`src/rtl/throttle_pkg.sv`:
```
package throttle_pkg;

    typedef enum logic [2:0] {
        TGT_READY   = 3'd0,
        TGT_WARNING = 3'd1,
        TGT_BUSY    = 3'd2,
        TGT_OOS     = 3'd3,
        TGT_ERROR   = 3'd4
    } tgt_e;

    typedef struct packed {
        logic fire;
        tgt_e tgt;
    } req_t;

    localparam logic [3:0] CODE_READY   = 4'b1000;
    localparam logic [3:0] CODE_BUSY    = 4'b0100;
    localparam logic [3:0] CODE_OOS     = 4'b0010;
    localparam logic [3:0] CODE_WARNING = 4'b0001;
    localparam logic [3:0] CODE_ERROR   = 4'b1100;

    // Numeric order of tgt_e is the severity order.
    function automatic tgt_e worse_of(input tgt_e a, input tgt_e b);
        return (b > a) ? b : a;
    endfunction

    function automatic logic [3:0] encode_status(input tgt_e t);
        case (t)
            TGT_WARNING: return CODE_WARNING;
            TGT_BUSY:    return CODE_BUSY;
            TGT_OOS:     return CODE_OOS;
            TGT_ERROR:   return CODE_ERROR;
            default:     return CODE_READY;
        endcase
    endfunction

    // Unknown codes 5..7 are treated as READY (no effect).
    function automatic tgt_e decode_target(input logic [2:0] raw);
        return (raw > 3'd4) ? TGT_READY : tgt_e'(raw);
    endfunction

endpackage

```
`src/rtl/cond_counter.sv`:
```
module cond_counter
    import throttle_pkg::*;
#(
    parameter int CNT_W = 4
) (
    input  logic             clk,
    input  logic             rst,
    input  logic             clr,
    input  logic             evt,
    input  logic             cond,
    input  logic [CNT_W-1:0] thr,
    input  tgt_e             tgt,
    output req_t             req
);
    localparam logic [CNT_W-1:0] CNT_MAX = {CNT_W{1'b1}};

    logic [CNT_W-1:0] cnt;

    always_ff @(posedge clk) begin
        if (rst || clr) begin
            cnt <= '0;
        end else if (evt) begin
            if (cond) begin
                if (cnt != CNT_MAX) cnt <= cnt + 1'b1;
            end else begin
                if (cnt != '0) cnt <= cnt - 1'b1;
            end
        end
    end

    always_comb begin
        req.fire = evt && cond && !clr && (thr != CNT_MAX) && (cnt == thr);
        req.tgt  = tgt;
    end

    p_sat_hi_r3: assert property (@(posedge clk) disable iff (rst)
        (cnt == CNT_MAX && evt && cond && !clr) |=> cnt == CNT_MAX);
    p_sat_lo_r3: assert property (@(posedge clk) disable iff (rst)
        (cnt == '0 && evt && !cond) |=> cnt == '0);
    p_idle_r2: assert property (@(posedge clk) disable iff (rst)
        (!evt && !clr) |=> $stable(cnt));
    p_down_r2: assert property (@(posedge clk) disable iff (rst)
        (evt && !cond && !clr && cnt != '0) |=> cnt == $past(cnt) - 1'b1);
    p_never_r5: assert property (@(posedge clk) disable iff (rst)
        (thr == CNT_MAX) |-> !req.fire);

endmodule

```
`src/rtl/severity_merge.sv`:
```
module severity_merge
    import throttle_pkg::*;
#(
    parameter int NUM_COND = 20
) (
    input  req_t [NUM_COND-1:0] reqs,
    output logic                any_fire,
    output tgt_e                worst
);
    always_comb begin
        any_fire = 1'b0;
        worst    = TGT_READY;
        for (int i = 0; i < NUM_COND; i++) begin
            if (reqs[i].fire) begin
                any_fire = 1'b1;
                worst    = worse_of(worst, reqs[i].tgt);
            end
        end
    end
endmodule

```
`src/rtl/status_hold.sv`:
```
module status_hold
    import throttle_pkg::*;
(
    input  logic       clk,
    input  logic       rst,
    input  logic       clr,
    input  logic       upd,
    input  tgt_e       new_tgt,
    output logic [3:0] code
);
    tgt_e cur;

    always_ff @(posedge clk) begin
        if (rst || clr)
            cur <= TGT_READY;
        else if (upd)
            cur <= worse_of(cur, new_tgt);
    end

    assign code = encode_status(cur);

    p_hold_r9: assert property (@(posedge clk) disable iff (rst)
        (code != CODE_READY && !clr) |=> code != CODE_READY);
    p_clear_r9: assert property (@(posedge clk) disable iff (rst)
        clr |=> code == CODE_READY);
    p_escalate_r8: assert property (@(posedge clk) disable iff (rst)
        (upd && !clr) |=> cur >= $past(new_tgt));
    p_legal_r7: assert property (@(posedge clk) disable iff (rst)
        (code == CODE_READY || code == CODE_BUSY || code == CODE_OOS ||
         code == CODE_WARNING || code == CODE_ERROR));
endmodule

```
`src/rtl/err_throttle_ctrl.sv`:
```
module err_throttle_ctrl
    import throttle_pkg::*;
#(
    parameter int NUM_COND = 20,
    parameter int CNT_W    = 4
) (
    input  logic                    clk,
    input  logic                    rst,
    input  logic                    resync,
    input  logic                    evt_valid,
    input  logic [NUM_COND-1:0]     cond_vec,
    input  logic [NUM_COND*4-1:0]   cfg_thr,
    input  logic [NUM_COND*3-1:0]   cfg_target,
    output logic [3:0]              status
);
    localparam int THR_W = 4;
    localparam int TGT_W = 3;

    req_t [NUM_COND-1:0] reqs;
    logic                any_fire;
    tgt_e                worst;

    for (genvar g = 0; g < NUM_COND; g++) begin : g_cond
        logic [CNT_W-1:0] thr_g;
        assign thr_g = cfg_thr[g*THR_W +: CNT_W];

        cond_counter #(.CNT_W(CNT_W)) u_cnt (
            .clk  (clk),
            .rst  (rst),
            .clr  (resync),
            .evt  (evt_valid),
            .cond (cond_vec[g]),
            .thr  (thr_g),
            .tgt  (decode_target(cfg_target[g*TGT_W +: TGT_W])),
            .req  (reqs[g])
        );
    end

    severity_merge #(.NUM_COND(NUM_COND)) u_merge (
        .reqs     (reqs),
        .any_fire (any_fire),
        .worst    (worst)
    );

    status_hold u_hold (
        .clk     (clk),
        .rst     (rst),
        .clr     (resync),
        .upd     (any_fire),
        .new_tgt (worst),
        .code    (status)
    );

    p_reset_r1: assert property (@(posedge clk) rst |=> status == CODE_READY);
    p_latency_r10: assert property (@(posedge clk) disable iff (rst)
        (!evt_valid && !resync) |=> $stable(status));
endmodule

```
`config.mk`:
```
export PLATFORM = sky130hd
export DESIGN_NAME = err_throttle_ctrl
export DESIGN_NICKNAME = d
export VERILOG_FILES = /design/src/rtl/throttle_pkg.sv /design/src/rtl/cond_counter.sv /design/src/rtl/severity_merge.sv /design/src/rtl/status_hold.sv /design/src/rtl/err_throttle_ctrl.sv
export SDC_FILE = /design/constraint.sdc
export NUM_CORES = 1
export LEC_CHECK = 0
export ABC_AREA = 1
export ABC_CLOCK_PERIOD_IN_PS = 29400
export BUFFER_PORTS_ARGS = -buffer_cell sky130_fd_sc_hd__buf_4
export CORE_UTILIZATION = 55
export DETAILED_ROUTE_END_ITERATION = 8
export GPL_ROUTABILITY_DRIVEN = 0
export PLACE_DENSITY = 0.79
export SYNTH_ARGS = -nofsm -noshare
export SYNTH_HDL_FRONTEND = slang
export SYNTH_SLANG_ARGS = --single-unit
```
`constraint.sdc`:
```
create_clock -name clk -period 29.4 [get_ports clk]
set_input_delay 5.88 -clock clk [delete_from_list [all_inputs] [get_ports clk]]
set_output_delay 5.88 -clock clk [all_outputs]
set_load 0.05 [all_outputs]
```
==> flow_summary.rst, run 1 <==
.. list-table::
   :header-rows: 1

   * - Metric
     - Value
   * - Hold crit path type
     - flop to flop
   * - Post-layout power
     - 0.3502 mW
   * - Clock-pin slew of the registers on the worst-case setup and hold paths
     - 60 ps
   * - Area enclosed by the die boundary
     - around 18000 µm²
   * - TritonCTS clock tree
     - built
   * - Number of DRC violations after detailed-routing iteration 0
     - 702
   * - Multi-input combinational cell area
     - just over 7000 µm²
   * - Crit path kind
     - input pin to flop
   * - Number of slew-limit violations in the final report
     - 0
   * - Outcome
     - complete, no violations
   * - Post-DP HPWL
     - 19.47 mm
   * - Number of hold-slack violations in the final timing report
     - 0
   * - Max_cap viols
     - 0
   * - Mean routed wirelength per cell
     - 13.71 µm
   * - Top-level port count
     - 168
   * - Aggregate routed wire length
     - between 20 and 30 mm
   * - Global-route wire length before repair
     - 40.08 mm
   * - # fillers
     - 1455
   * - Source-to-sink clock delay at the later pin of the worst-skew pair
     - 340 ps
   * - Critical Path RT
     - 29670 ps
   * - Standby leakage power
     - 5.779 nW
   * - Placeable core region
     - 16700 µm²
   * - Share of cells above drive strength 1
     - 20.52%
   * - DRC Markers
     - 0
   * - Number of inserted diodes
     - 0
   * - Final worst clock skew
     - 4.859 ps
   * - Peak fanout along the critical path
     - 5
   * - Post-synthesis net count
     - between 1500 and 2000
   * - Register area share after synthesis
     - 17.51%
   * - Antenna Violating Nets Remaining
     - 0
   * - Number of enable-type register cells in the synthesized netlist
     - 0
   * - Worst hold-check slack
     - 504.3 ps
   * - Vias in the first global route
     - slightly above 9000
   * - Kind of capture point of the worst setup path
     - flop
   * - Clock tree sinks
     - 83
   * - Total congestion overflow
     - 0
   * - Vias after detailed routing
     - 10178
   * - Effective utilization at floorplan
     - 56.81%
   * - CTS max path bufs
     - 2
   * - H-tree depth reported by CTS
     - 3
   * - Post-synthesis async set-or-reset flop share
     - 0%
   * - Layout-stage area growth over the synthesis result
     - 25.60%
   * - Cell at the root of the clock tree
     - sky130_fd_sc_hd__clkbuf_16
   * - Slew @ Worst Pin
     - approximately 1200 ps
   * - Synth unique cells
     - 46
   * - Number of synthesized register bits
     - 83
   * - Number of standard-cell rows in the floorplan
     - between 40 and 50
   * - Kind of start point of the critical path
     - input pin
   * - Sequential cell area
     - 1662 µm²
   * - CP max stage cell
     - sky130_fd_sc_hd__a211oi_2
   * - X dimension of the die
     - 133.3 µm
   * - All-layer global routing usage
     - 27.10%
   * - Via-to-Cell Ratio
     - 5.452
   * - Die Ht
     - 133.3 µm
   * - Post-synthesis instance area
     - 9488 µm²
   * - Time the final worst path needs with I/O delays and setup
     - about 28000 ps
   * - Cells after Synth
     - 1458
   * - Setup violations, final
     - 0
   * - Worst path most repeated cell
     - sky130_fd_sc_hd__nand2_1
   * - Critical path's largest stage delay
     - approximately 360 ps
   * - Pin count of the biggest net entering global routing
     - 70
   * - End-of-flow core utilization
     - 71.35%
   * - Inserted Clock Buffers
     - 9
   * - Number of detailed-route iterations in the first pass
     - 6
   * - Initial antenna violation count
     - 1
   * - Final net count
     - 1927
   * - Dominant synthesized flop cell
     - sky130_fd_sc_hd__dfxtp_1
   * - Peak supply drop
     - roughly 0.026 mV
   * - Worst slew slack as a fraction of its limit
     - 18.94%
   * - Critical Path AT
     - 28710 ps
   * - Number of buffers added on ports
     - 167
   * - Post-synthesis average cell area
     - 6.507 µm²
   * - Number of hold-repair buffers added at the cts stage
     - 0
   * - Post-route fraction of the period consumed by the critical path
     - 96.74%
   * - PD cells
     - 29.39 nW/µm²
   * - Maximum frequency from static timing analysis
     - 35.16 MHz
   * - Synth Warn #
     - 0
[worst max-delay path: cells and delay by family]
kind            cells  cell delay, ps
simple gates       96            8850
buf+inv            35            2790
mux                 1             190
compound gates     37            5250
fa+ha+maj          20            5680
[state kept, by name, indices dropped and copies added (netlist names)]
| register | count |
|---|---|
| g_cond.u_cnt.cnt | 80 |
| u_hold.cur | 3 |
[final timing paths]
kind	depth (start not counted)	from	slack (ps)	end
max reg2reg	190	g_cond[0].u_cnt.cnt[0]	6130	u_hold.cur[0]
min reg2reg	2	g_cond[0].u_cnt.cnt[3]	500	g_cond[0].u_cnt.cnt[3]
max	189	cfg_thr[2]	960	u_hold.cur[0]
min	2	g_cond[0].u_cnt.cnt[3]	500	g_cond[0].u_cnt.cnt[3]
[cell families (layout without fill, tap and decap cells)]
family	after synthesis	in the layout	share of synthesized area (%)
DFF	83	83	17.51
muxes	1	1	0.1055
and+or+nand+nor	584	584	27.94
xor gates and xnor gates	80	80	7.385
buffers and inverters	288	477	11.51
adders and majority gates	120	120	17.41
AOI/OAI and AO/OA	302	302	18.13
[area by class of cell]
cell class / instances / share of cell area (%)
repair buffers: 185 / 11.76
flip-flops and latches: 83 / 13.94
inverters: 277 / 8.725
well taps: 220 / 2.310
clock buffers: 10 / 2.005
clock inverters: 5 / 0.2520
multi-input cells: 1087 / 61.00
[power by group]
part           total (mW)  switching, mW  internal [mW]  leakage, nW
clock               0.105         0.0461         0.0586        0.130
combinational       0.120         0.0672         0.0531         4.97
sequential          0.125        0.00740          0.118        0.676
[routing by layer]
metal	share of wire [%]	GRT usage (%)
met2	49	46.70
met3	5.4	3.881
met4	2.0	8.081
met1	44	34.93
met5	0	0
[synthesized netlist by cell type (6+ instances only)]
master / n / area share (%)
sky130_fd_sc_hd__o21ai_0: 115 / 6.1
sky130_fd_sc_hd__a211oi_1: 40 / 3.2
sky130_fd_sc_hd__nand4_1: 18 / 1.2
sky130_fd_sc_hd__fa_1: 20 / 4.2
sky130_fd_sc_hd__dfxtp_1: 83 / 18
sky130_fd_sc_hd__a31oi_1: 13 / 0.86
sky130_fd_sc_hd__a21oi_1: 108 / 5.7
sky130_fd_sc_hd__clkbuf_1: 9 / 0.36
sky130_fd_sc_hd__ha_1: 100 / 13
sky130_fd_sc_hd__nand3_1: 105 / 5.5
sky130_fd_sc_hd__nand2_1: 237 / 9.4
sky130_fd_sc_hd__inv_1: 262 / 10
sky130_fd_sc_hd__a31o_2: 6 / 0.55
sky130_fd_sc_hd__xnor2_1: 26 / 2.4
sky130_fd_sc_hd__nor3_1: 48 / 2.5
sky130_fd_sc_hd__nor2_1: 125 / 4.9
sky130_fd_sc_hd__nor4_1: 12 / 0.79
sky130_fd_sc_hd__inv_2: 15 / 0.59
sky130_fd_sc_hd__nand3_2: 12 / 1.3
sky130_fd_sc_hd__xor2_1: 54 / 5.0
[placed cells by master, fill, tap and decap left out, drive strengths merged]
| cell type | count |
|---|---|
| a2111oi | 3 |
| a211oi | 41 |
| a21o | 1 |
| a21oi | 108 |
| a221oi | 1 |
| a31o | 6 |
| a31oi | 13 |
| a32o | 1 |
| and3 | 2 |
| buf | 185 |
| clkbuf | 10 |
| clkinv | 3 |
| clkinvlp | 2 |
| dfxtp | 83 |
| fa | 20 |
| ha | 100 |
| inv | 277 |
| mux2i | 1 |
| nand2 | 242 |
| nand3 | 117 |
| nand3b | 1 |
| nand4 | 19 |
| nor2 | 134 |
| nor3 | 48 |
| nor3b | 3 |
| nor4 | 12 |
| o2111a | 3 |
| o211ai | 1 |
| o21ai | 118 |
| o22ai | 1 |
| o311ai | 3 |
| o31ai | 1 |
| o41ai | 1 |
| or2 | 6 |
| xnor2 | 26 |
| xor2 | 54 |
[through the flow]
stage	instance area, µm²	cells	setup slack [ps]	TNS, ps
final	11920	1867	958.2	0
after global routing	11920	1867	-682.1	-2007
after CTS	11260	1852	35.02	0
after detailed placement	10990	1837	-294.5	-812.3
after global placement	10990	1837	1054	0
after floorplan	9488	1458	2654	0
[repair_timing]
action	in CTS	in global routing
gates resized for setup	0	110
setup buffers	0	15
hold endpoints to repair	0	0
endpoints found under the setup margin	0	3
No activity file was read; power rests on OpenSTA's default activity.
==> inputs of run 2 (changes only) <==
Settings changed: CORE_MARGIN from default to 10, SKIP_CTS_REPAIR_TIMING from default to 1.
==> run 2 against run 1 <==
- wire length grew 5.3%
- critical path type unchanged
- core utilization rose by 0.85 points
- critical path depth decreased by 4
- clock power increased by 9.5%
- critical endpoint is now u_hold.cur[1]
- highest routed layer unchanged
- sequential power about the same
==> flow_summary.rst, run 2 (same netlist as run 1, synthesis figures left out) <==
.. list-table::
   :header-rows: 1

   * - Metric
     - Value
   * - Vias in the first global route
     - about 9700
   * - PD cells
     - 29.86 nW/µm²
   * - Antenna Violating Nets Remaining
     - 0
   * - Startpoint of the lowest-slack hold path
     - g_cond[19].u_cnt.cnt[0]
   * - End of the worst hold path
     - g_cond[19].u_cnt.cnt[0]
   * - Clock-pin slew of the registers on the worst-case setup and hold paths
     - around 60 ps
   * - Number of DRC violations after detailed-routing iteration 0
     - between 500 and 600
   * - Clock tree sinks
     - 83
   * - Area enclosed by the die boundary
     - 22900 µm²
   * - Mean routed wirelength per cell
     - between 10 and 15 µm
   * - Max_cap viols
     - 0
   * - Post-layout power
     - between 0.3 and 0.4 mW
   * - Number of detailed-route iterations in the first pass
     - 5
   * - Register-to-register path setup slack
     - 6280 ps
   * - Layout-stage area growth over the synthesis result
     - 27.54%
   * - Worst slew slack as a fraction of its limit
     - 20.92%
   * - Worst setup margin
     - 1128 ps
   * - Hold crit path type
     - flop to flop
   * - TritonCTS clock tree
     - built
   * - DRC Markers
     - 0
   * - Most common library cell in the layout ignoring fill and taps
     - sky130_fd_sc_hd__inv_1
   * - Peak fanout along the critical path
     - 6
   * - Kind of start point of the critical path
     - input pin
   * - Source-to-sink clock delay at the later pin of the worst-skew pair
     - between 300 and 400 ps
   * - Number of inserted diodes
     - 0
   * - Kind of capture point of the worst setup path
     - flop
   * - Initial antenna violation count
     - 0
   * - Register with the highest flop count
     - g_cond.u_cnt.cnt
   * - Peak supply drop
     - 0.02668 mV
   * - R2R Path End
     - u_hold.cur[1]
   * - Time the final worst path needs with I/O delays and setup
     - 28270 ps
   * - Inserted Clock Buffers
     - 9
   * - Top library cells by usage in the layout, fill and taps aside
     - sky130_fd_sc_hd__inv_1 (244), sky130_fd_sc_hd__nand2_1 (218), sky130_fd_sc_hd__buf_4 (191)
   * - Outcome
     - complete, no violations
   * - Via-to-Cell Ratio
     - roughly 5.5
   * - Critical Path AT
     - 28550 ps
   * - Number of slew-limit violations in the final report
     - 0
   * - Final net count
     - around 1900
   * - Slew @ Worst Pin
     - 1171 ps
   * - R2R depth
     - about 190
   * - Crit path kind
     - input pin to flop
   * - Cells on Worst Hold Path
     - 1
   * - Top-level port count
     - about 170
   * - CTS max path bufs
     - 2
   * - Vias after detailed routing
     - 10267
   * - H-tree depth reported by CTS
     - 3
   * - Worst path most repeated cell
     - sky130_fd_sc_hd__nand2_1
   * - Effective utilization at floorplan
     - ~57%
   * - Global-route wire length before repair
     - 41.99 mm
   * - Number of hold-slack violations in the final timing report
     - 0
   * - Placeable core region
     - 16760 µm²
   * - Max reg flops
     - 80
   * - Cell at the root of the clock tree
     - sky130_fd_sc_hd__clkbuf_16
   * - X dimension of the die
     - 151.3 µm
   * - Setup violations, final
     - 0
   * - Post-placement worst setup slack
     - -218.4 ps
   * - Critical path's largest stage delay
     - 390 ps
   * - Number of standard-cell rows in the floorplan
     - 47
   * - End-of-flow core utilization
     - 72.20%
   * - Beginning of the worst register-to-register path
     - g_cond[0].u_cnt.cnt[1]
   * - Post-DP HPWL
     - 20.59 mm
   * - Number of buffers added on ports
     - 167
   * - Critical Path RT
     - between 20000 and 30000 ps
   * - Die Ht
     - 151.3 µm
   * - Number of instances in the placed design
     - 1836
   * - CP max stage cell
     - sky130_fd_sc_hd__a221oi_4
   * - Maximum frequency from static timing analysis
     - 35.37 MHz
   * - Final worst clock skew
     - 4.663 ps
   * - All-layer global routing usage
     - 21.66%
   * - Aggregate routed wire length
     - 26.95 mm
   * - Post-route fraction of the period consumed by the critical path
     - 96.16%
   * - # fillers
     - 1378
   * - Total congestion overflow
     - 0
   * - Share of cells above drive strength 1
     - 22.28%
   * - Final Non-Filler Cells
     - around 1900
   * - Largest registers
     - g_cond.u_cnt.cnt: 80 flops, u_hold.cur: 3 flops
   * - Standby leakage power
     - 5.828 nW
   * - Pin count of the biggest net entering global routing
     - 70
==> run 2: changes by cell type in the layout (fill, tap and decap cells not counted), moves of 4 or more <==
cell | previous run | this run
sky130_fd_sc_hd__nand2_1 | 226 | 218
sky130_fd_sc_hd__nand2_2 | 15 | 23
sky130_fd_sc_hd__buf_4 | 184 | 191
sky130_fd_sc_hd__o21ai_0 | 106 | 101
sky130_fd_sc_hd__nand3_1 | 94 | 90
sky130_fd_sc_hd__o21ai_2 | 2 | 6
==> run 2: how the worst max path moves through the flow <==
stage                    endpoint  depth (start not counted)      start
global route        u_hold.cur[1]                        186     resync
finish              u_hold.cur[1]                        185     resync
detailed placement  u_hold.cur[2]                        187  evt_valid
CTS                 u_hold.cur[2]                        188  evt_valid
global placement    u_hold.cur[2]                        186  evt_valid
floorplan           u_hold.cur[0]                        186  evt_valid
==> run 2: power by group <==
group,internal [mW],switching (mW)
combinational,0.0537,0.0677
sequential,0.118,0.00734
clock,0.0681,0.0467
total,0.240,0.122
==> run 2: area by class of cell <==
cell class / count / area (µm²) / share of cell area (%)
multi-input combinational: 1087 / 7368 / 60.89
sequential: 83 / 1662 / 13.73
timing repair buffer: 193 / 1459 / 12.06
inverter: 277 / 1040 / 8.593
tap: 220 / 275.3 / 2.275
clock buffer: 12 / 246.5 / 2.037
clock inverter: 4 / 50.05 / 0.4136
==> run 2: layer usage <==
metal | up-vias | global-route usage [%] | part of all wire [%]
li1 | 5252 | - | -
met1 | 4657 | 26.47 | 42
met2 | 315 | 38.33 | 50
met3 | 43 | 3.490 | 6.6
met4 | 0 | 5.823 | 2.0
met5 | - | 0 | 0
==> run 2: worst max-delay path, delay by kind of cell <==
family	cells	cell delay [ps]
mux	1	170
fa+ha+maj	20	5440
simple gates	97	9270
buf+inv	33	2490
compound gates	34	5260
==> run 2: through the flow <==
| stage | area (µm²) | hold WS (ps) | setup TNS [ps] |
|---|---|---|---|
| finish | 12100 | 502.0 | 0 |
| global route | 12100 | 533.8 | -1980 |
| CTS | 11280 | 507.4 | 0 |
| detailed placement | 10990 | 497.6 | -581.4 |
| global placement | 10990 | 477.8 | 0 |
| floorplan | 9488 | 462.5 | 0 |
==> inputs of run 3 (changes only) <==
Settings changed: MAX_ROUTING_LAYER from default to met4.
==> run 3 against run 2 <==
- first-iteration DRC count up 0.18%
- hold slack about the same
- cell count unchanged
- sequential cell count unchanged
- via count down 0.36%
- critical path depth unchanged
- largest power group unchanged
- sequential power about the same
- clock-buffer cell count unchanged
- sequential share of layout area unchanged
- clock skew up 1.6 ps
==> flow_summary.rst, run 3 (same netlist as run 1, synthesis figures left out) <==
.. list-table::
   :header-rows: 1

   * - Metric
     - Value
   * - Outcome
     - complete, no violations
   * - Internal power component
     - around 0.24 mW
   * - Sequential cell area
     - 1662 µm²
   * - Startpoint of the lowest-slack hold path
     - g_cond[19].u_cnt.cnt[0]
   * - Number of detailed-route iterations in the first pass
     - 5
   * - Critical Path AT
     - 28570 ps
   * - Vias after detailed routing
     - 10230
   * - Die Ht
     - between 150 and 200 µm
   * - Mean routed wirelength per cell
     - 14.34 µm
   * - Final TNS setup
     - 0 ps
   * - Register with the highest flop count
     - g_cond.u_cnt.cnt
   * - TritonCTS clock tree
     - built
   * - PD cells
     - 29.82 nW/µm²
   * - Number of standard-cell rows in the floorplan
     - 47
   * - Top library cells by usage in the layout, fill and taps aside
     - sky130_fd_sc_hd__inv_1 (244), sky130_fd_sc_hd__nand2_1 (218), sky130_fd_sc_hd__buf_4 (191)
   * - Layout-stage area growth over the synthesis result
     - 27.54%
   * - All-layer global routing usage
     - 22.26%
   * - Switching power as a share of total power
     - 33.58%
   * - Peak supply drop
     - 0.02665 mV
   * - Peak fanout along the critical path
     - 6
   * - Post-layout power
     - ~0.36 mW
   * - Max reg flops
     - 80
   * - Post-DP HPWL
     - 20.59 mm
   * - Launching element of the worst setup path
     - resync
   * - Worst hold-check slack
     - 501.9 ps
   * - Final net count
     - roughly 1900
   * - Crit path kind
     - input pin to flop
   * - Beginning of the worst register-to-register path
     - g_cond[0].u_cnt.cnt[1]
   * - Hold crit path type
     - flop to flop
   * - Slew @ Worst Pin
     - 1173 ps
   * - Global-route wire length before repair
     - 41.96 mm
   * - # fillers
     - 1378
   * - Number of slew-limit violations in the final report
     - 0
   * - Worst path most repeated cell
     - sky130_fd_sc_hd__nand2_1
   * - Effective utilization at floorplan
     - between 50% and 60%
   * - Inserted Clock Buffers
     - 9
   * - Multi-input combinational cell area
     - 7368 µm²
   * - Clk network pwr share
     - between 30% and 40%
   * - Most common library cell in the layout ignoring fill and taps
     - sky130_fd_sc_hd__inv_1
   * - R2R depth
     - 185
   * - End-of-flow core utilization
     - between 70% and 80%
   * - Worst setup margin
     - roughly 1100 ps
   * - Final worst clock skew
     - 6.248 ps
   * - Largest registers
     - g_cond.u_cnt.cnt: 80 flops, u_hold.cur: 3 flops
   * - Number of buffers added on ports
     - approximately 170
   * - Cell at the root of the clock tree
     - sky130_fd_sc_hd__clkbuf_16
   * - Standby leakage power
     - 5.828 nW
   * - Kind of capture point of the worst setup path
     - flop
   * - Post-placement worst setup slack
     - -218.4 ps
   * - Worst slew slack as a fraction of its limit
     - 20.83%
   * - Setup violations, final
     - 0
   * - Aggregate routed wire length
     - 26.90 mm
   * - Clock-pin slew of the registers on the worst-case setup and hold paths
     - roughly 60 ps
   * - R2R Path End
     - u_hold.cur[1]
   * - Number of DRC violations after detailed-routing iteration 0
     - 566
   * - Power share of the sequential group
     - between 30% and 40%
   * - Number of inserted diodes
     - 0
   * - H-tree depth reported by CTS
     - 3
   * - Via-to-Cell Ratio
     - around 5.5
   * - Pin count of the biggest net entering global routing
     - 70
   * - CP max stage cell
     - sky130_fd_sc_hd__a221oi_4
   * - Register-to-register path setup slack
     - 6260 ps
   * - Clock tree sinks
     - 83
   * - Maximum frequency from static timing analysis
     - 35.34 MHz
   * - Top-level port count
     - 168
   * - Initial antenna violation count
     - 0
   * - Kind of start point of the critical path
     - input pin
   * - Post-route fraction of the period consumed by the critical path
     - 96.25%
   * - DRC Markers
     - 0
   * - Critical path's largest stage delay
     - roughly 400 ps
   * - Share of cells above drive strength 1
     - around 22%
   * - Switch Pwr
     - roughly 0.12 mW
   * - End point of the critical path
     - u_hold.cur[1]
   * - Placeable core region
     - 16760 µm²
   * - Antenna Violating Nets Remaining
     - 0
   * - Total congestion overflow
     - 0
   * - Vias in the first global route
     - 9659
   * - Critical Path RT
     - 29670 ps
   * - Part of the total power dissipated in combinational logic
     - 33.6%
   * - X dimension of the die
     - 151.3 µm
   * - Time the final worst path needs with I/O delays and setup
     - 28300 ps
   * - Max_cap viols
     - 0
   * - Cells on Worst Hold Path
     - 1
   * - CTS max path bufs
     - 2
   * - Source-to-sink clock delay at the later pin of the worst-skew pair
     - around 340 ps
   * - Area enclosed by the die boundary
     - 22900 µm²
   * - Number of hold-slack violations in the final timing report
     - 0
[run 3: cell counts in the layout (fill, tap and decap cells not counted)]
No cell type changed its count.
[run 3: through the flow]
step / instance area (µm²) / cells
floorplan: 9488 / 1458
global placement: 10990 / 1836
detailed placement: 10990 / 1836
CTS: 11280 / 1852
global route: 12100 / 1876
finish: 12100 / 1876
[run 3: worst min-delay path by stage]
stage                              end
6_report       g_cond[19].u_cnt.cnt[0]
5_1_grt        g_cond[19].u_cnt.cnt[0]
4_1_cts        g_cond[19].u_cnt.cnt[0]
3_5_place_dp   g_cond[19].u_cnt.cnt[0]
3_3_place_gp   g_cond[19].u_cnt.cnt[0]
2_1_floorplan  g_cond[19].u_cnt.cnt[0]
[run 3: final cells by class]
type	count	share of cell area, %
Sequential cell	83	13.73
Timing Repair Buffer	193	12.06
Inverter	277	8.593
Clock buffer	12	2.037
Multi-Input combinational cell	1087	60.89
Clock inverter	4	0.4136
Tap cell	220	2.275
[run 3: worst max-delay path, delay by kind of cell]
| family | cells | cell delay [ps] |
|---|---|---|
| mux | 1 | 170 |
| compound gates | 34 | 5270 |
| fa+ha+maj | 20 | 5440 |
| buf+inv | 33 | 2490 |
| simple gates | 97 | 9250 |
[run 3: power by group through the flow]
stage / Clock (mW) / Combinational [mW] / Sequential, mW
floorplan: 0 / 0.0701 / 0.126
global placement: 0 / 0.103 / 0.127
detailed placement: 0 / 0.106 / 0.127
CTS: 0.117 / 0.107 / 0.125
global route: 0.120 / 0.137 / 0.126
finish: 0.114 / 0.121 / 0.125
[run 3: per-layer routing]
metal | track usage (%) | part of all wire, %
met1 | 26.72 | 43
met2 | 38.31 | 50
met3 | 3.043 | 5.7
met4 | 5.823 | 2.0
met5 | - | 0
